===== src/rtl/adc3_pkg.sv =====
package adc3_pkg;
  typedef enum logic [1:0] {ENG_IDLE, ENG_SHIFT, ENG_GAP} eng_state_e;
  localparam int unsigned BURST_FRAMES = 4;
  typedef logic [1:0] frame_idx_t;
  localparam frame_idx_t LAST_FRAME = 2'd3;
endpackage


===== src/rtl/adc3_spi_frame.sv =====
module adc3_spi_frame
  import adc3_pkg::*;
#(
  parameter int unsigned FRAME_BITS = 16,
  parameter int unsigned GAP_CYCLES = 2
) (
  input  logic                  clk,
  input  logic                  rst_n,
  input  logic                  start,
  input  logic [FRAME_BITS-1:0] tx_word,
  input  logic                  miso,
  output logic                  cs_n,
  output logic                  sck,
  output logic                  mosi,
  output logic                  idle,
  output logic                  done,
  output logic [FRAME_BITS-1:0] rx_word
);
  localparam int unsigned CNT_W = $clog2(FRAME_BITS);
  localparam int unsigned GAP_W = $clog2(GAP_CYCLES + 1);
  localparam logic [CNT_W-1:0] LAST_BIT = CNT_W'(FRAME_BITS - 1);
  localparam logic [GAP_W-1:0] GAP_END  = GAP_W'(GAP_CYCLES - 1);

  eng_state_e            state;
  logic [FRAME_BITS-1:0] shreg;
  logic [FRAME_BITS-1:0] rxreg;
  logic [CNT_W-1:0]      bitcnt;
  logic [GAP_W-1:0]      gapcnt;

  always_ff @(posedge clk or negedge rst_n) begin
    if (!rst_n) begin
      state  <= ENG_IDLE;
      cs_n   <= 1'b1;
      sck    <= 1'b1;
      mosi   <= 1'b0;
      shreg  <= '0;
      rxreg  <= '0;
      bitcnt <= '0;
      gapcnt <= '0;
      done   <= 1'b0;
    end else begin
      done <= 1'b0;
      case (state)
        ENG_IDLE: begin
          if (start) begin
            cs_n   <= 1'b0;
            sck    <= 1'b0;
            mosi   <= tx_word[FRAME_BITS-1];
            shreg  <= {tx_word[FRAME_BITS-2:0], 1'b0};
            bitcnt <= '0;
            state  <= ENG_SHIFT;
          end
        end
        ENG_SHIFT: begin
          if (!sck) begin
            sck   <= 1'b1;
            rxreg <= {rxreg[FRAME_BITS-2:0], miso};
          end else if (bitcnt == LAST_BIT) begin
            cs_n   <= 1'b1;
            mosi   <= 1'b0;
            done   <= 1'b1;
            gapcnt <= '0;
            state  <= ENG_GAP;
          end else begin
            sck    <= 1'b0;
            mosi   <= shreg[FRAME_BITS-1];
            shreg  <= {shreg[FRAME_BITS-2:0], 1'b0};
            bitcnt <= bitcnt + 1'b1;
          end
        end
        ENG_GAP: begin
          if (gapcnt == GAP_END) state <= ENG_IDLE;
          else                   gapcnt <= gapcnt + 1'b1;
        end
        default: state <= ENG_IDLE;
      endcase
    end
  end

  assign idle    = (state == ENG_IDLE);
  assign rx_word = rxreg;

  AST_SCK_REST_HIGH: assert property (@(posedge clk) disable iff (!rst_n)
    cs_n |-> sck);
  AST_SCK_HALF_RATE: assert property (@(posedge clk) disable iff (!rst_n)
    (!cs_n && $past(!cs_n)) |-> (sck != $past(sck)));
  AST_CS_GAP_MIN: assert property (@(posedge clk) disable iff (!rst_n)
    $rose(cs_n) |=> cs_n);
  AST_MOSI_STABLE_HIGH: assert property (@(posedge clk) disable iff (!rst_n)
    (!cs_n && $rose(sck)) |-> $stable(mosi));
endmodule


===== src/rtl/adc3_burst_seq.sv =====
module adc3_burst_seq
  import adc3_pkg::*;
#(
  parameter int unsigned FRAME_BITS = 16,
  parameter int unsigned ADDR_W     = 3,
  parameter logic [ADDR_W-1:0] CH_A = 3'd0,
  parameter logic [ADDR_W-1:0] CH_B = 3'd1,
  parameter logic [ADDR_W-1:0] CH_C = 3'd2,
  parameter logic [FRAME_BITS-3-ADDR_W:0] CTRL_TAIL = 11'h110
) (
  input  logic                  clk,
  input  logic                  rst_n,
  input  logic                  trigger,
  input  logic                  eng_idle,
  input  logic                  eng_done,
  output logic                  start,
  output logic [FRAME_BITS-1:0] tx_word,
  output logic                  cap_valid,
  output frame_idx_t            cap_slot
);
  localparam logic [ADDR_W-1:0] ADDR_SEQ [BURST_FRAMES] = '{CH_A, CH_B, CH_C, CH_A};

  logic       busy;
  logic       pend;
  frame_idx_t fidx;

  always_ff @(posedge clk or negedge rst_n) begin
    if (!rst_n) begin
      busy <= 1'b0;
      pend <= 1'b0;
      fidx <= '0;
    end else if (!busy) begin
      if (trigger) begin
        busy <= 1'b1;
        pend <= 1'b1;
        fidx <= '0;
      end
    end else begin
      if (start) pend <= 1'b0;
      if (eng_done) begin
        if (fidx == LAST_FRAME) begin
          busy <= 1'b0;
        end else begin
          fidx <= fidx + 2'd1;
          pend <= 1'b1;
        end
      end
    end
  end

  assign start     = busy && pend && eng_idle;
  assign tx_word   = {2'b10, ADDR_SEQ[fidx], CTRL_TAIL};
  assign cap_valid = busy && eng_done;
  assign cap_slot  = fidx;

  AST_START_WHEN_IDLE: assert property (@(posedge clk) disable iff (!rst_n)
    start |-> eng_idle);
  AST_TRIGGER_IGNORED: assert property (@(posedge clk) disable iff (!rst_n)
    (busy && trigger && !eng_done) |=> (busy && fidx == $past(fidx)));
endmodule


===== src/rtl/adc3_result_bank.sv =====
module adc3_result_bank
  import adc3_pkg::*;
#(
  parameter int unsigned FRAME_BITS = 16,
  parameter int unsigned DATA_W     = 12
) (
  input  logic                  clk,
  input  logic                  rst_n,
  input  logic                  cap_valid,
  input  frame_idx_t            cap_slot,
  input  logic [FRAME_BITS-1:0] rx_word,
  output logic [DATA_W-1:0]     phase_a,
  output logic [DATA_W-1:0]     phase_b,
  output logic [DATA_W-1:0]     phase_c,
  output logic                  res_valid
);
  logic [DATA_W-1:0] stage [2];
  logic [DATA_W-1:0] sample;

  assign sample = rx_word[DATA_W-1:0];

  for (genvar s = 0; s < 2; s++) begin : g_stage
    always_ff @(posedge clk or negedge rst_n) begin
      if (!rst_n) stage[s] <= '0;
      else if (cap_valid && cap_slot == frame_idx_t'(s + 1)) stage[s] <= sample;
    end
  end

  always_ff @(posedge clk or negedge rst_n) begin
    if (!rst_n) begin
      phase_a   <= '0;
      phase_b   <= '0;
      phase_c   <= '0;
      res_valid <= 1'b0;
    end else begin
      res_valid <= 1'b0;
      if (cap_valid && cap_slot == LAST_FRAME) begin
        phase_a   <= stage[0];
        phase_b   <= stage[1];
        phase_c   <= sample;
        res_valid <= 1'b1;
      end
    end
  end

  AST_VALID_ONE_CYCLE: assert property (@(posedge clk) disable iff (!rst_n)
    res_valid |=> !res_valid);
  AST_RESULTS_HOLD: assert property (@(posedge clk) disable iff (!rst_n)
    !res_valid |-> ($stable(phase_a) && $stable(phase_b) && $stable(phase_c)));
endmodule


===== src/rtl/adc3_burst_reader.sv =====
module adc3_burst_reader
  import adc3_pkg::*;
#(
  parameter int unsigned DATA_W     = 12,
  parameter int unsigned FRAME_BITS = 16,
  parameter int unsigned ADDR_W     = 3,
  parameter int unsigned GAP_CYCLES = 2,
  parameter logic [ADDR_W-1:0] CH_A = 3'd0,
  parameter logic [ADDR_W-1:0] CH_B = 3'd1,
  parameter logic [ADDR_W-1:0] CH_C = 3'd2,
  parameter logic [FRAME_BITS-3-ADDR_W:0] CTRL_TAIL = 11'h110
) (
  input  logic              clk,
  input  logic              rst_n,
  input  logic              sample_go,
  output logic              adc_cs_n,
  output logic              adc_sck,
  output logic              adc_mosi,
  input  logic              adc_miso,
  output logic [DATA_W-1:0] phase_a,
  output logic [DATA_W-1:0] phase_b,
  output logic [DATA_W-1:0] phase_c,
  output logic              res_valid
);
  logic                  start;
  logic                  eng_idle;
  logic                  eng_done;
  logic [FRAME_BITS-1:0] tx_word;
  logic [FRAME_BITS-1:0] rx_word;
  logic                  cap_valid;
  frame_idx_t            cap_slot;

  adc3_burst_seq #(
    .FRAME_BITS(FRAME_BITS), .ADDR_W(ADDR_W),
    .CH_A(CH_A), .CH_B(CH_B), .CH_C(CH_C), .CTRL_TAIL(CTRL_TAIL)
  ) u_seq (
    .clk(clk), .rst_n(rst_n), .trigger(sample_go),
    .eng_idle(eng_idle), .eng_done(eng_done),
    .start(start), .tx_word(tx_word),
    .cap_valid(cap_valid), .cap_slot(cap_slot)
  );

  adc3_spi_frame #(
    .FRAME_BITS(FRAME_BITS), .GAP_CYCLES(GAP_CYCLES)
  ) u_eng (
    .clk(clk), .rst_n(rst_n), .start(start), .tx_word(tx_word),
    .miso(adc_miso), .cs_n(adc_cs_n), .sck(adc_sck), .mosi(adc_mosi),
    .idle(eng_idle), .done(eng_done), .rx_word(rx_word)
  );

  adc3_result_bank #(
    .FRAME_BITS(FRAME_BITS), .DATA_W(DATA_W)
  ) u_bank (
    .clk(clk), .rst_n(rst_n), .cap_valid(cap_valid), .cap_slot(cap_slot),
    .rx_word(rx_word), .phase_a(phase_a), .phase_b(phase_b),
    .phase_c(phase_c), .res_valid(res_valid)
  );
endmodule


===== config.mk =====
export PLATFORM = sky130hd
export DESIGN_NAME = adc3_burst_reader
export DESIGN_NICKNAME = d
export VERILOG_FILES = /design/src/rtl/adc3_pkg.sv /design/src/rtl/adc3_spi_frame.sv /design/src/rtl/adc3_burst_seq.sv /design/src/rtl/adc3_result_bank.sv /design/src/rtl/adc3_burst_reader.sv
export SDC_FILE = /design/constraint.sdc
export NUM_CORES = 1
export LEC_CHECK = 0
export ABC_AREA = 1
export ABC_CLOCK_PERIOD_IN_PS = 1600
export BUFFER_PORTS_ARGS = -buffer_cell sky130_fd_sc_hd__clkbuf_2
export CAP_MARGIN = 0
export CORE_MARGIN = 1.5
export CORE_UTILIZATION = 40
export CTS_CLUSTER_DIAMETER = 200
export CTS_CLUSTER_SIZE = 12
export DETAILED_ROUTE_END_ITERATION = 10
export HOLD_SLACK_MARGIN = 0.03
export MAX_ROUTING_LAYER = met4
export PLACE_DENSITY = 0.66
export SYNTH_ARGS = -nofsm -noshare
export SYNTH_HDL_FRONTEND = slang
export SYNTH_HIERARCHICAL = 1
export SYNTH_SLANG_ARGS = --single-unit

===== constraint.sdc =====
create_clock -name clk -period 1.6 [get_ports clk]
set_input_delay 0.16 -clock clk [delete_from_list [all_inputs] [get_ports clk]]
set_output_delay 0.16 -clock clk [all_outputs]
set_load 0.02 [all_outputs]

# Word level (Yosys, flattened, before mapping)
# Cells that the tools add are included.
# totals
ff_bits,105
in_bits,4
output_inout_bits,40
# classes
add_sub_neg,3
magnitude_cmp,1
n_eq_ne,15
mux,47
bitwise,2
n_reduce_logical,18
# ops
operator,n
$mux W16,3
$pmux W16 S2,1
$mux W2,11
$mux W1,20
$reduce_and A4 Y1,4
$mux W4,3
$ne A2 B1 Y1 const B,4
$ne A2 B2 Y1 const B,4
$pmux W4 S2,1
$bmux W3 S2,1
$eq A2 B1 Y1 const B,3
$eq A2 B2 Y1 const B,3
$logic_and A1 B1 Y1,6
$mux W3,2
$pmux W1 S2,3
$pmux W2 S3,1
$reduce_and A3 Y1,2
$reduce_bool A2 Y1,3
$add A2 B1 Y2 const B,2
$add A4 B1 Y4 const B,1
$eq A4 B4 Y1 const B,1
$pmux W2 S2,1
$reduce_and A2 Y1,2
$ge A3 B3 Y1 const B,1
other kinds (3),3

# Longest topological paths before layout
# logic_depth
ltp_word,6
depth_mapped,11

# Hierarchy
# Netlist, hierarchy kept.
# by_module_without_submodules
module,instances,cells_each,area_each_um2,seq_area_each_um2
adc3_result_bank,1,273,2605.0,1526.5
adc3_spi_frame,1,259,2083.2,1078.5
adc3_burst_seq,1,49,360.3,100.1

# Worst setup path before layout
# No wires, ideal clock.
# synth_path
path_type,flip-flop to flip-flop
start,register u_eng.state[0]
end,register u_eng.bitcnt[2]
arrival_ns,1.354
required_ns,1.535
slack_ns,0.181
stages_incl_launch_ff,11
n_path_buf,1
cell_sequence,dfrtp_1 nor2_1 inv_1 nor2_1 inv_1 nand2_4 nand3_4 nor2_4 buf_8 nand2_2 nand2_1
# synth_between
elab_chain_len,4
word_cells_on_any_way,9
# synth_lines
element,line_no,rtl
"start, declared",adc3_spi_frame.sv:24,eng_state_e state;
"start signal, assigned",adc3_spi_frame.sv:32,state <= ENG_IDLE;
"start signal, assigned",adc3_spi_frame.sv:51,state <= ENG_SHIFT;
"start signal, assigned",adc3_spi_frame.sv:63,state <= ENG_GAP;
$logic_not A2 Y1,adc3_spi_frame.sv:80,assign idle = (state == ENG_IDLE);
via eng_idle,adc3_burst_reader.sv:26,logic eng_idle;
$logic_and A1 B1 Y1,adc3_burst_seq.sv:51,assign start = busy && pend && eng_idle;
via start,adc3_burst_reader.sv:25,logic start;
$ne A2 B2 Y1 (no source line),--,
$reduce_and A4 Y1 (no source line),--,
"end signal, assigned",adc3_spi_frame.sv:68,bitcnt <= bitcnt + 1'b1;
"end, declared",adc3_spi_frame.sv:27,logic [CNT_W-1:0] bitcnt;
# The timed path passes the listed nets, and every way through them passes these cells.
# A chain may end at the register's enable or synchronous reset.

# Worst setup path in the final report
# layout_path
start,register u_eng.bitcnt[0]
end,register u_eng.shreg[7]
# layout_between
elab_chain_len,3
# layout_lines
element,line_no,rtl
$eq A4 B4 Y1,adc3_spi_frame.sv:58,end else if (bitcnt == LAST_BIT) begin
$ne A2 B2 Y1 (no source line),--,
$reduce_and A4 Y1 (no source line),--,
"end signal, assigned",adc3_spi_frame.sv:49,"shreg <= {tx_word[FRAME_BITS-2:0], 1'b0};"
"end signal, assigned",adc3_spi_frame.sv:67,"shreg <= {shreg[FRAME_BITS-2:0], 1'b0};"
"end, declared",adc3_spi_frame.sv:25,logic [FRAME_BITS-1:0] shreg;
# Every way passes these cells.

==> flow_summary.ini <==
[pwr]
peakVddDrop_mv = 0.738
p_leak_nw = 3.06
power.total_mw = 7.73
power.density_mw_per_mm2 = 1420

[timing]
skew_ns = 0.00939
fin_crit_ns = 1.49
finalMaxSlewViolations = 0
setup_viol = 0
finalHoldViolations = 0
max_freq_mhz = 672
rsz0062_at_grt = yes
setup_tns_ns = 0
finalCritPeriodShare_pct = 93.0

[setup_path]
crit_path_start = u_eng/bitcnt[0]
cp-end-kind = flop
reg2reg_depth = 8
start_kind = flop
criticalPathCategory = reg -> reg
crit_path_max_fanout = 15
rr_startpoint = u_eng/bitcnt[0]
regToRegEndpoint = u_eng/shreg[7]
regToRegSetupSlack_ns = 0.11
cp.required_ns = 1.83
arrival_ns = 1.72
crit_end = u_eng/shreg[7]

[cts]
cts_buffers = 9
post_cts_buffers = 0
cts_htree_levels = 3
cts_tree = yes
cts.sink_count = 104
clk_pin_slew_ns = 0.07
clockRootBuffer = clkbuf_16
clock_latency_ns = 0.34
ctsLongestPathBuffers = 2

[drt]
vias = 3717
vias_per_cell = 4.92
route.detailed.drc = 0
wl_per_cell_um = 12.9
first_pass_iters = 4
wirelength_um = 9770
ant_nets = 0
drt_iter0_drc = 270

[synthesis]
yosys_warnings = 6
syn-instance-count = 566
postSynthAreaPerCell_um2 = 8.67
syn-cell-area_mm2 = 0.00491

[layout]
area_growth_pct = 11.2
layout_commonest_cell = nand2_1
final.fill_count = 1197
final_cell_mix = nand2_1 (274), dfrtp_1 (102), nand4_1 (65), clkbuf_2 (42), inv_1 (21)
n_antenna_cell = 0
nets = 613
drive_gt1_share_pct = 17.6

[hold_path]
hold_path_class = in -> reg
min_from = adc_miso

[grt]
grt_overflow_total = 0
grt_max_degree = 40
antenna_found_initial = 0
grt_pass1_wl_um = 16800
grt_pass1_vias = 3555
grtUsageTotal_pct = 16.6

[floorplan]
die_y_um = 114
fp.coreArea_mm2 = 0.0120
die_w_um = 114
top_level_ports = 44
num_rows = 40
die-area_mm2 = 0.0129
start_util_pct = 40.8

[status]
run_status = finished clean

[run]
cap_violations = 0

[placed_design]
place_hpwl_um = 6530
port-buffer-count = 43
gp_congestion = 0.776
-- final cells by class --
cell class              instances  area (um2)  area share (%)
flip-flops and latches        104        2610            47.8
multi-input cells             398        1850            33.9
repair buffers                 63         433            7.94
clock buffers                  10         229            4.20
well taps                     147         184            3.37
inverters                      28         110            2.02
clock inverters                 5        42.5           0.780
-- where the power goes --
group,total (mW),internal (mW),switching [mW]
sequential,3.48,3.05,0.435
combinational,2.21,0.755,1.45
clock,2.04,1.06,0.980
total,7.73,4.87,2.87
-- metal layers --
layer | vias up | GRT usage, % | wire length, um
li1 | 1854 | - | -
met1 | 1785 | 20.9 | 4640
met2 | 71 | 27.3 | 4720
met3 | 7 | 3.99 | 338
met4 | 0 | 4.00 | 68
met5 | - | - | 0
-- critical path, stage by stage (launching register included) --
cell	delay, ns
dfrtp_1	0.42
ha_1	0.21
nand3_1	0.14
buf_4	0.18
nor2_4	0.10
nor2_4	0.06
buf_12	0.15
nand2_1	0.06
nand2_1	0.05
-- flip-flops by register name, indices dropped and copies added, names as in the netlist --
name,count
u_bank/stage,24
u_eng/sck,1
u_bank/phase_c,12
u_eng/state,2
u_eng/gapcnt,2
u_eng/done,1
u_eng/mosi,1
u_seq/busy,1
u_seq/cap_slot,2
u_eng/cs_n,1
u_bank/res_valid,1
u_eng/bitcnt,4
u_bank/phase_b,12
u_eng/shreg,15
u_seq/pend,1
u_eng/rx_word,12
u_bank/phase_a,12
-- through the flow --
stage	instance area [um2]	std cells	setup WS, ns	util [%]	hold WS [ns]
global route	5450	755	-0.0505	45.4	0.0558
detailed placement	5160	739	0.119	43.0	0.163
floorplan	4950	578	0.181	-	-0.136
finish	5450	755	0.112	45.4	0.0607
global placement	5160	739	0.152	43.0	0.151
CTS	5450	755	0.0960	45.3	0.0451
-- worst min path at each step --
stage	to	slack, ns	cells after the start
floorplan	u_bank/phase_a[0]	-0.14	0
global placement	u_bank/stage[2]	0.15	1
detailed placement	u_bank/stage[2]	0.16	1
CTS	u_eng/rx_word[0]	0.05	3
global route	u_eng/rx_word[0]	0.06	3
finish	u_eng/rx_word[0]	0.06	3
-- repair_timing --
action,4_1_cts,5_1_grt
resized for setup,0,2
endpoints found under the setup margin,0,38
hold endpoints to repair,29,0
hold buffers,1,0
No activity file was read; power rests on OpenSTA's default activity.
